<file path="config.mk">
export PLATFORM = sky130hd
export DESIGN_NAME = mwrite_uop_seq
export DESIGN_NICKNAME = d
export VERILOG_FILES = /design/src/rtl/mwseq_pkg.sv /design/src/rtl/mwseq_len_calc.sv /design/src/rtl/mwseq_uop_gen.sv /design/src/rtl/mwrite_uop_seq.sv
export SDC_FILE = /design/constraint.sdc
export NUM_CORES = 1
export LEC_CHECK = 0
export BUFFER_PORTS_ARGS = -buffer_cell sky130_fd_sc_hd__buf_2
export CAP_MARGIN = 30
export CORE_MARGIN = 10
export CORE_UTILIZATION = 30
export DETAILED_ROUTE_END_ITERATION = 8
export PLACE_DENSITY = 0.5
export SLEW_MARGIN = 10
export SYNTH_ARGS = -nofsm -noshare
export SYNTH_HDL_FRONTEND = slang
export SYNTH_HIERARCHICAL = 1
export SYNTH_SLANG_ARGS = --single-unit
</file>
<file path="constraint.sdc">
create_clock -name clk -period 5.9 [get_ports clk]
set_input_delay 0 -clock clk [delete_from_list [all_inputs] [get_ports clk]]
set_output_delay 0 -clock clk [all_outputs]
set_load 0.03 [all_outputs]
</file>
<file path="src/rtl/mwseq_pkg.sv">
package mwseq_pkg;

  typedef enum logic [2:0] {
    CL_PLAIN = 3'd0,
    CL_LOAD  = 3'd1,
    CL_STORE = 3'd2,
    CL_LDM   = 3'd3,
    CL_STM   = 3'd4,
    CL_MOVD  = 3'd5,
    CL_DIV   = 3'd6,
    CL_MAC   = 3'd7
  } ins_class_e;

  typedef enum logic [3:0] {
    UK_ALU    = 4'd0,
    UK_LD     = 4'd1,
    UK_ST     = 4'd2,
    UK_BASE   = 4'd3,
    UK_MV_EV  = 4'd4,
    UK_MV_OD  = 4'd5,
    UK_QUO    = 4'd6,
    UK_REM    = 4'd7,
    UK_MUL    = 4'd8,
    UK_ACC    = 4'd9,
    UK_STADDR = 4'd10,
    UK_STDATA = 4'd11
  } uop_kind_e;

  // Classes whose base-update flag adds a trailing write.
  function automatic logic base_honoured(ins_class_e c);
    return (c == CL_LOAD) || (c == CL_LDM) || (c == CL_STM);
  endfunction

endpackage

</file>
<file path="src/rtl/mwseq_len_calc.sv">
module mwseq_len_calc
  import mwseq_pkg::*;
#(
  parameter int CNT_W = 4,
  parameter int LEN_W = CNT_W + 1
) (
  input  ins_class_e         cls,
  input  logic               base_upd,
  input  logic               reg_off,
  input  logic [CNT_W-1:0]   count,
  output logic [LEN_W-1:0]   len
);

  logic [LEN_W-1:0] words;
  logic [LEN_W-1:0] bu_add;
  logic [LEN_W-1:0] ro_add;

  assign words  = (count == '0) ? LEN_W'(1) : LEN_W'(count);
  assign bu_add = (base_upd && base_honoured(cls)) ? LEN_W'(1) : '0;
  assign ro_add = reg_off ? LEN_W'(1) : '0;

  always_comb begin
    case (cls)
      CL_PLAIN:       len = LEN_W'(1);
      CL_LOAD:        len = LEN_W'(1) + bu_add;
      CL_STORE:       len = LEN_W'(1) + ro_add;
      CL_LDM, CL_STM: len = words + bu_add;
      default:        len = LEN_W'(2);
    endcase
  end

endmodule

</file>
<file path="src/rtl/mwseq_uop_gen.sv">
module mwseq_uop_gen
  import mwseq_pkg::*;
#(
  parameter int REG_W = 5,
  parameter int LEN_W = 5
) (
  input  ins_class_e        cls,
  input  logic              base_upd,
  input  logic              reg_off,
  input  logic [REG_W-1:0]  rt,
  input  logic [REG_W-1:0]  rs,
  input  logic [REG_W-1:0]  ra,
  input  logic [REG_W-1:0]  rb,
  input  logic [LEN_W-1:0]  idx,
  input  logic [LEN_W-1:0]  len,
  output uop_kind_e         kind,
  output logic              wr_en,
  output logic [REG_W-1:0]  wr_reg,
  output logic [REG_W-1:0]  src_a,
  output logic [REG_W-1:0]  src_b,
  output logic              last
);

  logic             first;
  logic             tail_base;
  logic [REG_W-1:0] walk;
  logic [REG_W-1:0] rt_even;
  logic [REG_W-1:0] ra_even;

  assign last      = (idx == len - LEN_W'(1));
  assign first     = (idx == '0);
  assign tail_base = base_upd && last;
  assign walk      = rt + REG_W'(idx);
  assign rt_even   = {rt[REG_W-1:1], 1'b0};
  assign ra_even   = {ra[REG_W-1:1], 1'b0};

  always_comb begin
    kind   = UK_ALU;
    wr_en  = 1'b0;
    wr_reg = '0;
    src_a  = '0;
    src_b  = '0;
    case (cls)
      CL_PLAIN: begin
        kind = UK_ALU; wr_en = 1'b1; wr_reg = rt; src_a = ra; src_b = rb;
      end
      CL_LOAD: begin
        kind   = first ? UK_LD : UK_BASE;
        wr_en  = 1'b1;
        wr_reg = first ? rt : ra;
        src_a  = ra;
      end
      CL_STORE: begin
        src_a = ra;
        if (!reg_off) begin
          kind = UK_ST; src_b = rt;
        end else if (first) begin
          kind = UK_STADDR; src_b = rb;
        end else begin
          kind = UK_STDATA; src_b = rt;
        end
      end
      CL_LDM: begin
        src_a = ra;
        wr_en = 1'b1;
        if (tail_base) begin
          kind = UK_BASE; wr_reg = ra;
        end else begin
          kind = UK_LD; wr_reg = walk;
        end
      end
      CL_STM: begin
        src_a = ra;
        if (tail_base) begin
          kind = UK_BASE; wr_en = 1'b1; wr_reg = ra;
        end else begin
          kind = UK_ST; src_b = walk;
        end
      end
      CL_MOVD: begin
        wr_en = 1'b1;
        if (first) begin
          kind = UK_MV_EV; wr_reg = rt_even; src_a = ra_even;
        end else begin
          kind = UK_MV_OD; wr_reg = rt_even | REG_W'(1); src_a = ra_even | REG_W'(1);
        end
      end
      CL_DIV: begin
        kind   = first ? UK_QUO : UK_REM;
        wr_en  = 1'b1;
        wr_reg = first ? rt : rs;
        src_a  = ra;
        src_b  = rb;
      end
      CL_MAC: begin
        if (first) begin
          kind = UK_MUL; src_a = ra; src_b = rb;
        end else begin
          kind = UK_ACC; wr_en = 1'b1; wr_reg = rt; src_a = rt;
        end
      end
      default: kind = UK_ALU;
    endcase
  end

endmodule

</file>
<file path="src/rtl/mwrite_uop_seq.sv">
module mwrite_uop_seq
  import mwseq_pkg::*;
#(
  parameter int REG_W = 5,
  parameter int CNT_W = 4
) (
  input  logic              clk,
  input  logic              rst_n,
  input  logic              in_valid,
  output logic              in_ready,
  input  logic [2:0]        in_class,
  input  logic              in_base_upd,
  input  logic              in_reg_off,
  input  logic [CNT_W-1:0]  in_count,
  input  logic [REG_W-1:0]  in_rt,
  input  logic [REG_W-1:0]  in_rs,
  input  logic [REG_W-1:0]  in_ra,
  input  logic [REG_W-1:0]  in_rb,
  output logic              uop_valid,
  input  logic              uop_stall,
  output logic [3:0]        uop_kind,
  output logic              uop_wr_en,
  output logic [REG_W-1:0]  uop_wr_reg,
  output logic [REG_W-1:0]  uop_src_a,
  output logic [REG_W-1:0]  uop_src_b,
  output logic              uop_last
);

  localparam int LEN_W = CNT_W + 1;
  localparam int NREG  = 4;   // rt, rs, ra, rb

  ins_class_e       in_cls;
  ins_class_e       held_cls;
  logic             held_bu;
  logic             held_ro;
  logic             active;
  logic [LEN_W-1:0] in_len;
  logic [LEN_W-1:0] held_len;
  logic [LEN_W-1:0] step;
  logic             accept;
  logic             advance;
  logic             g_last;
  uop_kind_e        g_kind;

  logic [REG_W-1:0] in_regs   [NREG];
  logic [REG_W-1:0] held_regs [NREG];

  assign in_cls     = ins_class_e'(in_class);
  assign in_regs[0] = in_rt;
  assign in_regs[1] = in_rs;
  assign in_regs[2] = in_ra;
  assign in_regs[3] = in_rb;

  mwseq_len_calc #(.CNT_W(CNT_W), .LEN_W(LEN_W)) u_len (
    .cls      (in_cls),
    .base_upd (in_base_upd),
    .reg_off  (in_reg_off),
    .count    (in_count),
    .len      (in_len)
  );

  // Take a new instruction when idle or as the final step leaves.
  assign in_ready = !uop_stall && (!active || g_last);
  assign accept   = in_valid && in_ready;
  assign advance  = active && !uop_stall;

  for (genvar g = 0; g < NREG; g++) begin : g_hold
    always_ff @(posedge clk) begin
      if (!rst_n)      held_regs[g] <= '0;
      else if (accept) held_regs[g] <= in_regs[g];
    end
  end

  always_ff @(posedge clk) begin
    if (!rst_n) begin
      active   <= 1'b0;
      step     <= '0;
      held_len <= '0;
      held_cls <= CL_PLAIN;
      held_bu  <= 1'b0;
      held_ro  <= 1'b0;
    end else if (accept) begin
      active   <= 1'b1;
      step     <= '0;
      held_len <= in_len;
      held_cls <= in_cls;
      held_bu  <= in_base_upd && base_honoured(in_cls);
      held_ro  <= in_reg_off && (in_cls == CL_STORE);
    end else if (advance) begin
      if (g_last) active <= 1'b0;
      else        step   <= step + LEN_W'(1);
    end
  end

  mwseq_uop_gen #(.REG_W(REG_W), .LEN_W(LEN_W)) u_gen (
    .cls      (held_cls),
    .base_upd (held_bu),
    .reg_off  (held_ro),
    .rt       (held_regs[0]),
    .rs       (held_regs[1]),
    .ra       (held_regs[2]),
    .rb       (held_regs[3]),
    .idx      (step),
    .len      (held_len),
    .kind     (g_kind),
    .wr_en    (uop_wr_en),
    .wr_reg   (uop_wr_reg),
    .src_a    (uop_src_a),
    .src_b    (uop_src_b),
    .last     (g_last)
  );

  assign uop_valid = active;
  assign uop_kind  = g_kind;
  assign uop_last  = g_last;

endmodule

</file>
After elaboration in Yosys (flattened, before gate mapping)
Memories as Yosys holds them, arrays and structs flattened.
Index checks and enable logic that the tools add are counted.
{"block": "word_totals", "regBits": 16, "ramBits": 20, "inputBits": 33, "out_inout_bits": 23, "n_memories": 1}
{"block": "op_classes", "add_sub_neg": 6, "n_eq_ne": 12, "muxes": 42, "bitwise_logic": 6, "n_reduce_logical": 24}
{"memory": "held_regs", "words": 4, "word_bits": 5, "read_ports": 4, "rd_ports_with_merged_regs": 0, "write_ports": 4, "line": "mwrite_uop_seq.sv:46", "text": "logic [REG_W-1:0] held_regs [NREG];"}
{"op": "$mux 5", "n": 14}
{"op": "$pmux 5 s4", "n": 2}
{"op": "$pmux 5 s7", "n": 1}
{"op": "$pmux 4 s8", "n": 1}
{"op": "$mux 1", "n": 18}
{"op": "$eq 3x3->1 const B", "n": 5}
{"op": "$pmux 5 s3", "n": 1}
{"op": "$eq 3x2->1 const B", "n": 4}
{"op": "$add 1x5->5 const A", "n": 2}
{"op": "$add 5x5->5", "n": 2}
{"op": "$mux 4", "n": 2}
{"op": "$eq 3x1->1 const B", "n": 2}
{"op": "$logic_and 1x1->1", "n": 6}
{"op": "$logic_not 3->1", "n": 2}
{"op": "$reduce_or 2->1", "n": 3}
{"op": "$reduce_or 6->1", "n": 1}
{"op": "$add 5x1->5 const B", "n": 1}
{"op": "$eq 5x5->1", "n": 1}
{"op": "$logic_not 5->1", "n": 1}
{"op": "$reduce_or 5->1", "n": 1}
{"op": "$sub 5x1->5 const B", "n": 1}
{"op": "$logic_not 4->1", "n": 1}
{"op": "$mux 2", "n": 2}
{"op": "$or 1x1->1", "n": 4}
{"op": "other kinds (6)", "n": 12}

Longest topological paths before layout
Gate-level depths: netlist of the first run.
{"block": "depth", "word_depth": 9, "depth_mapped": 9, "ltp_nobuf": 9}

Hierarchy
Netlist of the first run, hierarchy kept.
{"mod": "mwrite_uop_seq", "instances": 1, "cells_per_inst": 100, "area_per_inst_um2": 1351.3, "seq_area_each_um2": 920.9}
{"mod": "mwseq_uop_gen", "instances": 1, "cells_per_inst": 133, "area_per_inst_um2": 939.7, "seq_area_each_um2": 0.0}
{"mod": "mwseq_len_calc", "instances": 1, "cells_per_inst": 24, "area_per_inst_um2": 152.6, "seq_area_each_um2": 0.0}

Least setup slack after synthesis of the first run
Ideal clock, no wire load.
{"block": "synth_path", "kind": "reg-to-reg", "from": "register held_len[0]", "to": "memory held_regs[0][0] (enable)", "arrival_ns": 2.785, "path_slack_ns": 2.736, "path_stages_with_launch": 9, "n_path_buf": 0, "synth_period_minus_slack_ns": 3.164, "cell_sequence": "dfxtp_1 inv_1 ha_1 or3b_1 a211o_1 a311oi_2 nand2b_4 a21boi_0 inv_1"}
{"element": "start: declaration", "line": "mwrite_uop_seq.sv:38", "text": "logic [LEN_W-1:0] held_len;"}
{"element": "start signal: assignment", "line": "mwrite_uop_seq.sv:85", "text": "held_len <= in_len;"}
{"element": "end: declaration", "line": "mwrite_uop_seq.sv:46"}

==> impl_summary.log, run 1 <==
[metrics] Layout Nets: 371
[metrics] TritonRoute pass-1 iters: 4
[metrics] number of antenna violations at the first check in global routing: 0
[metrics] arrival time at the worst endpoint: about 3.2 ns
[metrics] min setup slack post-route: 2.68 ns
[metrics] Final Hold Fails: 0
[metrics] GP Congestion: 0.832
[metrics] classification of the worst setup path: flip-flop to flip-flop
[metrics] total wire length: 6800 um
[metrics] deepest level of the CTS H-tree: 2
[metrics] Worst Setup Slack post-DPL: 2.47 ns
[metrics] Comb power frac: a little over a fifth
[metrics] top achievable clock speed: 311 MHz
[metrics] number of resized instances in the post-cts repair step: 0
[metrics] Reg power frac: between 40% and 50%
[metrics] Internal Dissipation: 447 uW
[metrics] violation count after the first detailed-route iteration: 157
[metrics] area of all placed cells without fillers: 0.00312 mm2
[metrics] gate count after technology mapping: about 260
[metrics] Post-synth EDFFs: 20
[metrics] power per cell area: 202 mW/mm2
[metrics] cell area after placement: between 0.002 and 0.003 mm2
[metrics] total nets after synthesis: 299
[metrics] drt wl/cell: 15.7 um
[metrics] total setup buffers inserted after CTS: 0
[metrics] path type of the worst min-delay path: input pin to flip-flop
[metrics] total area of multi-input combinational cells: between 0.001 and 0.0015 mm2
[metrics] Mapped Area: about 0.0024 mm2
[metrics] switching part of the total power: 29.1%
[metrics] Placement Rows: 32
[metrics] share of synthesized area occupied by flip-flops and latches: 37.7%
[metrics] initial core utilization: 31.3%
[metrics] Vias/cell: 4.96
[metrics] via count of the first global-routing pass: 2,227
[metrics] TritonCTS clock tree: done
[metrics] sort of element at the end of the critical path: flip-flop
[metrics] Layout Area Growth over Synthesis: 27.6%
[metrics] register-to-register setup slack: 2.68 ns
[metrics] final clock skew: 0.00403 ns
[metrics] Yosys Warn Count: 6
[metrics] Avg Synthesized Cell Area: 9.51 um2
[metrics] final number of setup-violating endpoints: 0
[metrics] flip-flop and latch area: 921 um2
[metrics] worst setup path startpoint: held_len[0]
[metrics] part of the power in the clock network: 31.5%
[metrics] count of distinct cell types in the synthesized netlist: 57
[metrics] commonest non-fill, non-tap cell in the layout: sky130_fd_sc_hd__buf_2
[metrics] Tot GR Track Use: 11.4%
[metrics] setup TNS: 0 ns
[metrics] share of cells above drive strength 1: approximately a quarter
[metrics] highest net fanout along the worst path: 13
[metrics] launch instance of the worst register-to-register path: held_len[0]
[metrics] unrepaired setup endpoints after global routing: false
[metrics] clock sink total: 36
[metrics] clock slew seen by the registers of the worst setup and hold paths: around 0.070 ns
[metrics] clock latency at the later pin of the worst-skew pair: 0.29 ns
[metrics] global-route wire length before repair: 11,000 um
[metrics] fraction of registers with async set/reset: 0%
[metrics] overall die width: 110 um
[metrics] endpoint of the lowest-slack register-to-register path: held_regs[2][0]
[metrics] number of nets with antenna violations after detailed routing: 0
[metrics] Diodes inserted: 0
[metrics] # hold bufs at CTS: 21
[metrics] post-detailed-route DRC marker count: 0
[metrics] clock tree root buffer cell: sky130_fd_sc_hd__clkbuf_8
[metrics] total clock buffers created by CTS: 5
[metrics] startpoint type of the worst setup path: flip-flop
[metrics] Leakage Power: 1.30 nW
[metrics] number of input and output port buffers inserted: 55
[metrics] Max-cap violations: 0
[metrics] Tightest Pin Transition: 0.710 ns
[metrics] largest net degree at the start of global routing: 26
[metrics] termination of the worst setup path: held_regs[2][0]
[metrics] area of the die: 0.0122 mm2
[metrics] crit path time final: approximately 3.2 ns
[metrics] cells on worst reg2reg path: 10
[metrics] worst slew margin relative to its limit: 52.3%
[metrics] total grt overflow: 0
[metrics] status: complete, no violations
[metrics] total power draw: around 630 uW
[metrics] leading cell types in the layout, fill and taps excluded: sky130_fd_sc_hd__buf_2 (55), sky130_fd_sc_hd__and2_1 (24), sky130_fd_sc_hd__dlygate4sd3_1 (21), sky130_fd_sc_hd__edfxtp_1 (20)
[metrics] DR vias: around 2,100
[metrics] area of the core: 0.00781 mm2
[metrics] Max VDD drop: 0.0910 mV
[metrics] filler cell count: 820
[metrics] top_reg_cell synth: sky130_fd_sc_hd__edfxtp_1
[metrics] count of boundary I/O pins: 56
[metrics] Clock Tree Buf Depth: 2
[metrics] half-perimeter wire length of the detailed placement result: roughly 5100 um
[metrics] Die Y-Extent: 110 um
[metrics] Yosys reg bits: 36
[metrics] final worst-path cycle share: between 50% and 60%
[metrics] count of final max-slew check failures: 0
[metrics] data required time at the worst endpoint: between 5 and 6 ns
[metrics] power spent charging and discharging nets: 183 uW
per-stage QoR:
step	hold slack (ns)	cells	utilization [%]
floorplan	0.117	257	-
global placement	0.274	401	35.5
detailed placement	0.281	402	35.7
CTS	0.00191	431	39.7
global route	0.0127	432	39.9
finish	0.00601	432	39.9
cell usage after synthesis (all sizes together), types with 4 or more instances:
| cell | instances | area, um2 |
|---|---|---|
| nor2b | 7 | 43.8 |
| a21o | 5 | 37.5 |
| a21oi | 15 | 78.8 |
| xor2 | 5 | 43.8 |
| nand2b | 5 | 38.8 |
| a22o | 9 | 78.8 |
| edfxtp | 20 | 601 |
| clkbuf | 7 | 26.3 |
| and2 | 24 | 150 |
| nand2 | 17 | 66.3 |
| a22oi | 4 | 30.0 |
| mux2 | 5 | 56.3 |
| mux2i | 5 | 50.1 |
| o21ai | 8 | 40.0 |
| dfxtp | 16 | 320 |
| nor2 | 15 | 56.3 |
| o22ai | 4 | 25.0 |
| o211ai | 4 | 30.0 |
| nor3 | 4 | 20.0 |
| xnor2 | 8 | 70.1 |
| inv | 4 | 15.0 |
| buf | 7 | 52.5 |
| ha | 8 | 100 |
| nand3 | 9 | 45.0 |
power groups by stage:
stage / combinational [mW] / clock [mW] / sequential (mW)
CTS: 0.137 / 0.206 / 0.294
floorplan: 0.0908 / 0 / 0.292
detailed placement: 0.126 / 0 / 0.300
finish: 0.137 / 0.198 / 0.294
global placement: 0.125 / 0 / 0.300
global route: 0.151 / 0.218 / 0.296
flip-flops by register name, indices dropped and copies added (netlist names):
name,flops
held_ro,1
held_len,5
uop_valid,1
held_bu,1
held_cls,3
step,5
held_regs,20
logic make-up after synthesis:
family                     count (synthesis)  synth area share (%)
AOI/OAI and AO/OA                         75                  22.7
xor gates and xnor gates                  13                  4.66
adders and majority gates                  9                  4.92
buffers and inverters                     18                  3.84
DFF                                       36                  37.7
muxes                                     10                  4.35
and+or+nand+nor                           96                  21.9
how the worst min path moves through the flow:
stage | startpoint | end | cells after the start
after CTS | in_ra[2] | held_regs[2][2] | 2
after global routing | in_class[1] | held_cls[1] | 2
after global placement | rst_n | uop_valid | 3
after floorplan | uop_stall | in_ready | 1
final | in_class[1] | held_cls[1] | 2
after detailed placement | in_ra[4] | held_regs[2][4] | 2
per-layer routing:
layer,part of all wire [%],up-vias,GRT usage (%)
li1,-,1094,-
met1,47,996,14.8
met2,47,48,18.1
met3,4.6,6,3.02
met4,1.3,0,3.12
met5,0,-,0
final cells by class:
class                      count  share of cell area [%]
inverter                       4                   0.482
clock buffer                   7                    3.13
multi-input combinational    203                    45.8
tap                          102                    4.09
sequential                    36                    29.5
clock inverter                 1                   0.161
timing repair buffer          79                    16.8
worst max-delay path: stages, from the launching register on:
cell	delay, ns
sky130_fd_sc_hd__dfxtp_1	0.35
sky130_fd_sc_hd__inv_1	0.07
sky130_fd_sc_hd__ha_1	0.17
sky130_fd_sc_hd__or3b_1	0.35
sky130_fd_sc_hd__a211o_1	0.31
sky130_fd_sc_hd__a311oi_2	0.52
sky130_fd_sc_hd__nand2b_4	0.26
sky130_fd_sc_hd__a21boi_0	0.08
sky130_fd_sc_hd__buf_4	0.18
sky130_fd_sc_hd__inv_1	0.42
sky130_fd_sc_hd__buf_8	0.23
(Power assumes the default switching activity.)
==> inputs of run 2 (changes only) <==
ABC_AREA = 1   (was not set)
PLACE_DENSITY = 0.52   (was 0.5)
clock period = 2.8 ns   (was 5.9 ns; I/O delays follow)
==> run 2 against run 1 <==
Largest cell class unchanged. Critical path depth up 6. Critical path type unchanged. Register-to-register slack lost 2.3 ns. Largest power group unchanged. Synthesized cell count grew 59%. Highest routed layer unchanged. Clock power is 120% higher. Hold slack better by 0.0027 ns.
==> impl_summary.log, run 2 <==
[metrics] launch instance of the worst register-to-register path: held_len[0]
[metrics] status: complete, no violations
[metrics] # hold bufs at CTS: 0 (-100%)
[metrics] final clock skew: 0.00139 ns (-0.00264 ns)
[metrics] gate count after technology mapping: 409 (+59%)
[metrics] half-perimeter wire length of the detailed placement result: 6020 um (+18%)
[metrics] largest net degree at the start of global routing: 24 (-7.7%)
[metrics] filler cell count: 964 (+18%)
[metrics] cells on worst reg2reg path: 16 (+6)
[metrics] total grt overflow: 0 (unchanged)
[metrics] path type of the worst min-delay path: input pin to flip-flop
[metrics] Mapped Area: 0.00272 mm2 (+11%)
[metrics] cell area after placement: 0.00312 mm2 (+12%)
[metrics] Layout Nets: 509 (+37%)
[metrics] count of final max-slew check failures: 0 (unchanged)
[metrics] deepest level of the CTS H-tree: 2 (unchanged)
[metrics] data required time at the worst endpoint: 2.98 ns (-2.92 ns)
[metrics] total wire length: 7280 um (+7.2%)
[metrics] total area of multi-input combinational cells: 0.00147 mm2 (+2.8%)
[metrics] worst setup path startpoint: held_len[0]
[metrics] final number of setup-violating endpoints: 0 (unchanged)
[metrics] Placement Rows: 34 (+6.3%)
[metrics] number of input and output port buffers inserted: 55 (unchanged)
[metrics] global-route wire length before repair: 11,800 um (+7.8%)
[metrics] top achievable clock speed: 410 MHz (+32%)
[metrics] cell seen most often among critical-path stages: sky130_fd_sc_hd__nand2_1
[metrics] most instantiated cells after synthesis: sky130_fd_sc_hd__nand2_1 (116), sky130_fd_sc_hd__inv_1 (77), sky130_fd_sc_hd__nor2_1 (46)
[metrics] final worst-path cycle share: 87.0% (+32 points)
[metrics] number of antenna violations at the first check in global routing: 0 (unchanged)
[metrics] Tightest Pin Transition: 0.518 ns (-0.192 ns)
[metrics] Clock Tree Buf Depth: 2 (unchanged)
[metrics] sort of element at the end of the critical path: flip-flop
[metrics] cells taking the most area after synthesis: sky130_fd_sc_hd__edfxtp_1 (22%), sky130_fd_sc_hd__nand2_1 (16%), sky130_fd_sc_hd__dfxtp_1 (12%), sky130_fd_sc_hd__inv_1 (11%), sky130_fd_sc_hd__nand3_1 (7.9%)
[metrics] area of all placed cells without fillers: 0.00323 mm2 (+3.7%)
[metrics] Yosys Warn Count: 6 (unchanged)
[metrics] Vias/cell: 4.49 (-9.5%)
[metrics] top cell type by total area after synthesis: sky130_fd_sc_hd__edfxtp_1
[metrics] Cell Chain, Critical Path: inv_1, ha_1, nand2_1, inv_1, nor2_1, nand2_1, nor2_2, nand2_1, nor2_4, inv_1, nand2_2, nand3_2, nand2_8, clkinv_2, nand2_1, nand2_1
[metrics] largest registers in the final layout: held_regs (20), held_len (5), step (5)
[metrics] Die Y-Extent: 115 um (+4.5%)
[metrics] clock sink total: 36 (unchanged)
[metrics] Buf/Inv on CP: 4 (unchanged)
[metrics] Avg Synthesized Cell Area: 6.65 um2 (-30%)
[metrics] initial core utilization: 31.0% (-0.26 points)
[metrics] area of the core: 0.00876 mm2 (+12%)
[metrics] leading cell types in the layout, fill and taps excluded: sky130_fd_sc_hd__nand2_1 (116), sky130_fd_sc_hd__inv_1 (77), sky130_fd_sc_hd__buf_2 (55), sky130_fd_sc_hd__nor2_1 (46), sky130_fd_sc_hd__nand3_1 (43)
[metrics] count of distinct cell types in the synthesized netlist: 37 (-35%)
[metrics] number of nets with antenna violations after detailed routing: 0 (unchanged)
[metrics] TritonRoute pass-1 iters: 4 (unchanged)
[metrics] startpoint type of the worst setup path: flip-flop
[metrics] slowest library cell on the worst path: sky130_fd_sc_hd__dfxtp_1
[metrics] Tot GR Track Use: 10.9% (-0.49 points)
[metrics] worst slew margin relative to its limit: 65.3% (+13 points)
[metrics] Post-synth EDFFs: 20 (unchanged)
[metrics] share of synthesized area occupied by flip-flops and latches: 33.9% (-3.8 points)
[metrics] Max VDD drop: 0.190 mV (+110%)
[metrics] flip-flop and latch area: 921 um2 (unchanged)
[metrics] total nets after synthesis: 451 (+51%)
[metrics] overall die width: 115 um (+4.5%)
[metrics] via count of the first global-routing pass: 2,360 (+6.0%)
[metrics] total setup buffers inserted after CTS: 0 (unchanged)
[metrics] commonest non-fill, non-tap cell in the layout: sky130_fd_sc_hd__nand2_1
[metrics] minimum hold slack: 0.00871 ns (+0.00270 ns)
[metrics] Yosys reg bits: 36 (unchanged)
[metrics] drt wl/cell: 12.6 um (-20%)
[metrics] clock slew seen by the registers of the worst setup and hold paths: 0.07 ns (about the same)
[metrics] Max-cap violations: 0 (unchanged)
[metrics] share of Yosys cell area claimed by the top area cell type: 22.1% (-2.5 points)
[metrics] total clock buffers created by CTS: 5 (unchanged)
[metrics] arrival time at the worst endpoint: 2.62 ns (-0.60 ns)
[metrics] count of boundary I/O pins: 56 (unchanged)
[metrics] crit path time final: 2.44 ns (-0.784 ns)
[metrics] most common cell in the synthesized netlist: sky130_fd_sc_hd__nand2_1
[metrics] instance count on the critical path: 16 (+6)
[metrics] register containing the most flip-flops in the final layout: held_regs
[metrics] endpoint of the lowest-slack register-to-register path: held_cls[0]
[metrics] fraction of registers with async set/reset: 0% (unchanged)
[metrics] Largest stage delay, worst path: 0.37 ns (-0.15 ns)
[metrics] Diodes inserted: 0 (unchanged)
[metrics] Leakage Power: 1.71 nW (+32%)
[metrics] termination of the worst setup path: held_cls[0]
[metrics] power per cell area: 416 mW/mm2 (+110%)
[metrics] TritonCTS clock tree: done
[metrics] post-detailed-route DRC marker count: 0 (unchanged)
[metrics] GP Congestion: 0.883 (+6.2%)
[metrics] setup TNS: 0 ns (unchanged)
[metrics] share of cells above drive strength 1: 20.1% (-3.9 points)
[metrics] clock tree root buffer cell: sky130_fd_sc_hd__clkbuf_8
[metrics] Layout Area Growth over Synthesis: 18.8%
[metrics] number of flip-flops under the largest register name: 20 (unchanged)
[metrics] top_reg_cell synth: sky130_fd_sc_hd__edfxtp_1
[metrics] register-to-register setup slack: 0.36 ns (-2.32 ns)
[metrics] clock latency at the later pin of the worst-skew pair: 0.28 ns (about the same)
[metrics] highest net fanout along the worst path: 23 (+10)
[metrics] DR vias: 2,588 (+21%)
[metrics] cell family with most CP delay: simple AND/OR/NAND/NOR gates
[metrics] Worst Hold Path Cells: 3 (+1)
[metrics] area of the die: 0.0133 mm2 (+9.2%)
[metrics] Final Hold Fails: 0 (unchanged)
[metrics] unrepaired setup endpoints after global routing: false
[metrics] classification of the worst setup path: flip-flop to flip-flop
[metrics] number of resized instances in the post-cts repair step: 0 (unchanged)
[metrics] violation count after the first detailed-route iteration: 125 (-20%)
==> run 2: cell types whose count changed after synthesis, sizes merged, moves of 6 or more <==
cell and delta:
nand3 +37, nor2b -7, nand2 +106, a22o -9, inv +75, and2 -24
nor2 +38, clkbuf -6
==> run 2: worst min path at each step <==
stage / start / to / slack, ns
floorplan: uop_stall / in_ready / 0.06
global placement: in_ra[3] / held_regs[2][3] / 0.30
detailed placement: in_ra[4] / held_regs[2][4] / 0.30
CTS: in_ra[4] / held_regs[2][4] / 0.01
global route: in_ra[3] / held_regs[2][3] / 0.01
finish: in_ra[3] / held_regs[2][3] / 0.009
==> run 2: worst reg2reg max path: stages (launching register included) <==
cell and delay (ns):
sky130_fd_sc_hd__dfxtp_1 0.37, sky130_fd_sc_hd__inv_1 0.07, sky130_fd_sc_hd__ha_1 0.30, sky130_fd_sc_hd__nand2_1 0.07, sky130_fd_sc_hd__inv_1 0.03, sky130_fd_sc_hd__nor2_1 0.08, sky130_fd_sc_hd__nand2_1 0.07, sky130_fd_sc_hd__nor2_2 0.13
sky130_fd_sc_hd__nand2_1 0.11, sky130_fd_sc_hd__nor2_4 0.20, sky130_fd_sc_hd__inv_1 0.12, sky130_fd_sc_hd__nand2_2 0.08, sky130_fd_sc_hd__nand3_2 0.16, sky130_fd_sc_hd__nand2_8 0.21, sky130_fd_sc_hd__clkinv_2 0.18, sky130_fd_sc_hd__nand2_1 0.10
sky130_fd_sc_hd__nand2_1 0.05
==> run 2: logic make-up after synthesis <==
logic type	Yosys count	share of synthesized area, %
XOR/XNOR	6	1.93
multiplexers	1	0.368
flip-flops	36	33.9
adder cells (fa/ha/maj)	9	4.42
AND/OR/NAND/NOR	234	38.7
AO/OA/AOI/OAI	36	8.28
buffers and inverters	87	12.5
==> run 2: cell type report <==
type / instances / area share (%)
multi-input cells: 286 / 45.5
flip-flops and latches: 36 / 28.5
inverters: 80 / 9.33
repair buffers: 58 / 9.21
well taps: 108 / 4.18
clock buffers: 6 / 2.25
clock inverters: 2 / 1.08
==> run 2: per-stage QoR <==
step | worst slack (ns) | power, mW | instances | utilization [%]
2_1_floorplan | 0.274 | 0.818 | 409 | -
3_3_place_gp | 0.314 | 0.916 | 568 | 35.6
3_5_place_dp | 0.275 | 0.918 | 568 | 35.6
4_1_cts | 0.263 | 1.35 | 576 | 36.8
5_1_grt | 0.0949 | 1.42 | 576 | 36.9
6_report | 0.363 | 1.34 | 576 | 36.9
==> run 2: where the power goes <==
group / leakage (nW) / switching [mW] / total (mW) / internal (mW)
clock: 0.0552 / 0.175 / 0.439 / 0.264
combinational: 1.31 / 0.193 / 0.289 / 0.0963
sequential: 0.343 / 0.0292 / 0.615 / 0.586
==> run 2: per-layer routing <==
metal	vias up	global-route usage, %	wire, um
li1	1411	-	-
met1	1105	15.2	3640
met2	68	16.3	3120
met3	4	2.08	454
met4	0	3.63	70
met5	-	0	0
==> inputs of run 3 (changes only) <==
clock period = 2.05 ns   (was 2.8 ns; I/O delays follow)
==> run 3 against run 2 <==
The run now ends with negative setup slack left. First-iteration DRC count down 11%. Count of clock-buffer cells in the layout stayed put. Clock skew grew 0.0016 ns. Sequential power up 37%. Worst setup slack lost 0.39 ns. Largest cell class unchanged.
==> impl_summary.log, run 3 (synthesized netlist as in run 2, its figures left out) <==
[metrics] Layout Area Growth over Synthesis: 44.3%
[metrics] final clock skew: 0.00301 ns (+0.00162 ns)
[metrics] post-detailed-route DRC marker count: 0 (unchanged)
[metrics] Internal Dissipation: 1.24 mW (+31%)
[metrics] violation count after the first detailed-route iteration: 111 (-11%)
[metrics] worst setup path startpoint: held_len[1]
[metrics] arrival time at the worst endpoint: 2.08 ns (-0.54 ns)
[metrics] min setup slack post-route: -0.0304 ns (-0.394 ns)
[metrics] power per cell area: 474 mW/mm2 (+14%)
[metrics] startpoint type of the worst setup path: flip-flop
[metrics] total wire length: 8430 um (+16%)
[metrics] half-perimeter wire length of the detailed placement result: 6390 um (+6.2%)
[metrics] area of the die: 0.0133 mm2 (unchanged)
[metrics] slowest library cell on the worst path: sky130_fd_sc_hd__dfxtp_2
[metrics] Clock Tree Buf Depth: 2 (unchanged)
[metrics] total clock buffers created by CTS: 5 (unchanged)
[metrics] flip-flop and latch area: 930 um2 (+0.95%)
[metrics] Layout Nets: 534 (+4.9%)
[metrics] share of cells above drive strength 1: 37.7% (+18 points)
[metrics] GP Congestion: 0.910 (+3.0%)
[metrics] area of the core: 0.00876 mm2 (unchanged)
[metrics] number of antenna violations at the first check in global routing: 0 (unchanged)
[metrics] part of the power in the clock network: 25.7% (-7.0 points)
[metrics] Final Hold Fails: 0 (unchanged)
[metrics] clock tree root buffer cell: sky130_fd_sc_hd__clkbuf_8
[metrics] cell family with most CP delay: simple AND/OR/NAND/NOR gates
[metrics] hold path start: in_class[2]
[metrics] initial core utilization: 31.0% (unchanged)
[metrics] violated checks: negative setup slack
[metrics] clock slew seen by the registers of the worst setup and hold paths: 0.07 ns (about the same)
[metrics] TritonRoute pass-1 iters: 4 (unchanged)
[metrics] top achievable clock speed: 481 MHz
[metrics] DR vias: 2,808 (+8.5%)
[metrics] Leakage Power: 1.92 nW (+12%)
[metrics] unrepaired setup endpoints after global routing: true
[metrics] Tightest Pin Transition: 0.526 ns (+0.00796 ns)
[metrics] highest net fanout along the worst path: 6 (-74%)
[metrics] final worst-path cycle share: 101%
[metrics] Comb power frac: 29.1% (+7.6 points)
[metrics] Placement Rows: 34 (unchanged)
[metrics] number of input and output port buffers inserted: 55 (unchanged)
[metrics] final number of setup-violating endpoints: 14 (+14)
[metrics] leading cell types in the layout, fill and taps excluded: sky130_fd_sc_hd__nand2_1 (104), sky130_fd_sc_hd__inv_1 (73), sky130_fd_sc_hd__buf_2 (44), sky130_fd_sc_hd__nand3_1 (37), sky130_fd_sc_hd__nor2_1 (23)
[metrics] crit path time final: approximately 2.1 ns
[metrics] Diodes inserted: 0 (unchanged)
[metrics] largest net degree at the start of global routing: 24 (unchanged)
[metrics] Cell Chain, Critical Path: inv_2, ha_4, nand2_2, inv_2, nor2_2, nand2_1, nor2_2, nand2_2, nor2_4, buf_6, nand3_4, buf_4, o2111ai_4, buf_6
[metrics] Max VDD drop: 0.209 mV (+9.9%)
[metrics] Max-cap violations: 0 (unchanged)
[metrics] commonest non-fill, non-tap cell in the layout: sky130_fd_sc_hd__nand2_1
[metrics] total area of multi-input combinational cells: 0.00188 mm2 (+28%)
[metrics] clock latency at the later pin of the worst-skew pair: 0.28 ns (about the same)
[metrics] filler cell count: 924 (-4.1%)
[metrics] Buf/Inv on CP: 5 (+1)
[metrics] deepest level of the CTS H-tree: 2 (unchanged)
[metrics] Reg power frac: 45.2% (-0.6 points)
[metrics] largest registers in the final layout: held_regs (20), held_len (5), step (5)
[metrics] Vias/cell: 4.67 (+4.0%)
[metrics] area of all placed cells without fillers: 0.00393 mm2 (+21%)
[metrics] drt wl/cell: 14.0 um (+11%)
[metrics] status: finished with violations
[metrics] number of flip-flops under the largest register name: 20 (unchanged)
[metrics] Worst Setup Slack post-DPL: 0.00788 ns (-0.267 ns)
[metrics] register containing the most flip-flops in the final layout: held_regs
[metrics] launch instance of the worst register-to-register path: held_len[1]
[metrics] overall die width: 115 um (unchanged)
[metrics] total grt overflow: 0 (unchanged)
[metrics] TritonCTS clock tree: done
[metrics] path type of the worst min-delay path: input pin to flip-flop
[metrics] cell area after placement: 0.00325 mm2 (+4.3%)
[metrics] worst slew margin relative to its limit: 64.8% (-0.53 points)
[metrics] Largest stage delay, worst path: 0.34 ns (-0.03 ns)
[metrics] clock sink total: 36 (unchanged)
[metrics] classification of the worst setup path: flip-flop to output pin
[metrics] setup TNS: -0.173 ns (-0.173 ns)
[metrics] data required time at the worst endpoint: 2.05 ns (-0.93 ns)
[metrics] Die Y-Extent: 115 um (unchanged)
[metrics] via count of the first global-routing pass: 2,655 (+13%)
[metrics] sort of element at the end of the critical path: output pin
[metrics] switching part of the total power: 33.1% (+3.5 points)
[metrics] global-route wire length before repair: 13,100 um (+11%)
[metrics] count of boundary I/O pins: 56 (unchanged)
[metrics] count of final max-slew check failures: 0 (unchanged)
[metrics] Tot GR Track Use: 12.2% (+1.3 points)
[metrics] power spent charging and discharging nets: 616 uW (+55%)
[metrics] number of nets with antenna violations after detailed routing: 0 (unchanged)
## run 3: cell count changes in the layout (fill, tap and decap cells not counted), moves of 7 or more
cell                      change
sky130_fd_sc_hd__buf_4       +17
sky130_fd_sc_hd__dfxtp_1      -7
sky130_fd_sc_hd__nand2_2     +10
sky130_fd_sc_hd__dfxtp_2      +7
sky130_fd_sc_hd__buf_2       -11
sky130_fd_sc_hd__buf_6       +13
sky130_fd_sc_hd__nand2_1     -12
sky130_fd_sc_hd__nor2_1      -23
sky130_fd_sc_hd__nor2_4      +17
## run 3: routing by layer
metal	GRT usage, %	share of wire (%)
met1	17.1	46
met2	18.0	45
met3	2.71	7.6
met4	3.71	1.3
met5	0	0
## run 3: tightest hold or removal path: stages
cell	delay, ns
sky130_fd_sc_hd__buf_2	0.14
sky130_fd_sc_hd__nand2_1	0.08
sky130_fd_sc_hd__nand2_1	0.04
## run 3: layout make-up
class                           instances  area share, %
Clock buffer                            6           1.85
Clock inverter                          2          0.287
Inverter                               80           7.97
Multi-Input combinational cell        289           47.8
Sequential cell                        36           23.7
Tap cell                              108           3.44
Timing Repair Buffer                   80           14.9
## run 3: through the flow
stage	hold WS, ns	utilization [%]	power [mW]	std cells
floorplan	0.0405	-	1.13	409
global placement	0.301	37.1	1.28	578
detailed placement	0.302	37.1	1.28	578
CTS	0.00707	39.6	1.78	588
global route	0.0128	44.8	1.97	601
finish	0.0191	44.8	1.86	601
## run 3: path summary, 6_finish.rpt
kind	to	slack, ns	cells past startpoint
max	uop_kind[0]	-0.03	14
min	held_cls[2]	0.02	3
max reg2reg	held_regs[0][3]	-0.02	15
min reg2reg	held_len[2]	0.48	2
## run 3: power groups by stage
| stage | clock network (mW) | registers, mW | logic (mW) |
|---|---|---|---|
| 6_report | 0.478 | 0.841 | 0.541 |
| 2_1_floorplan | 0 | 0.841 | 0.289 |
| 5_1_grt | 0.531 | 0.845 | 0.597 |
| 4_1_cts | 0.491 | 0.839 | 0.452 |
| 3_5_place_dp | 0 | 0.855 | 0.427 |
| 3_3_place_gp | 0 | 0.855 | 0.425 |
## run 3: timing repair
| item | 4_1_cts | 5_1_grt |
|---|---|---|
| hold buffers | 0 | 0 |
| cloned | 0 | 6 |
| pin swaps | 7 | 15 |
| setup buffers | 2 | 7 |
| gates resized for setup | 29 | 90 |
| setup endpoints to repair | 16 | 71 |
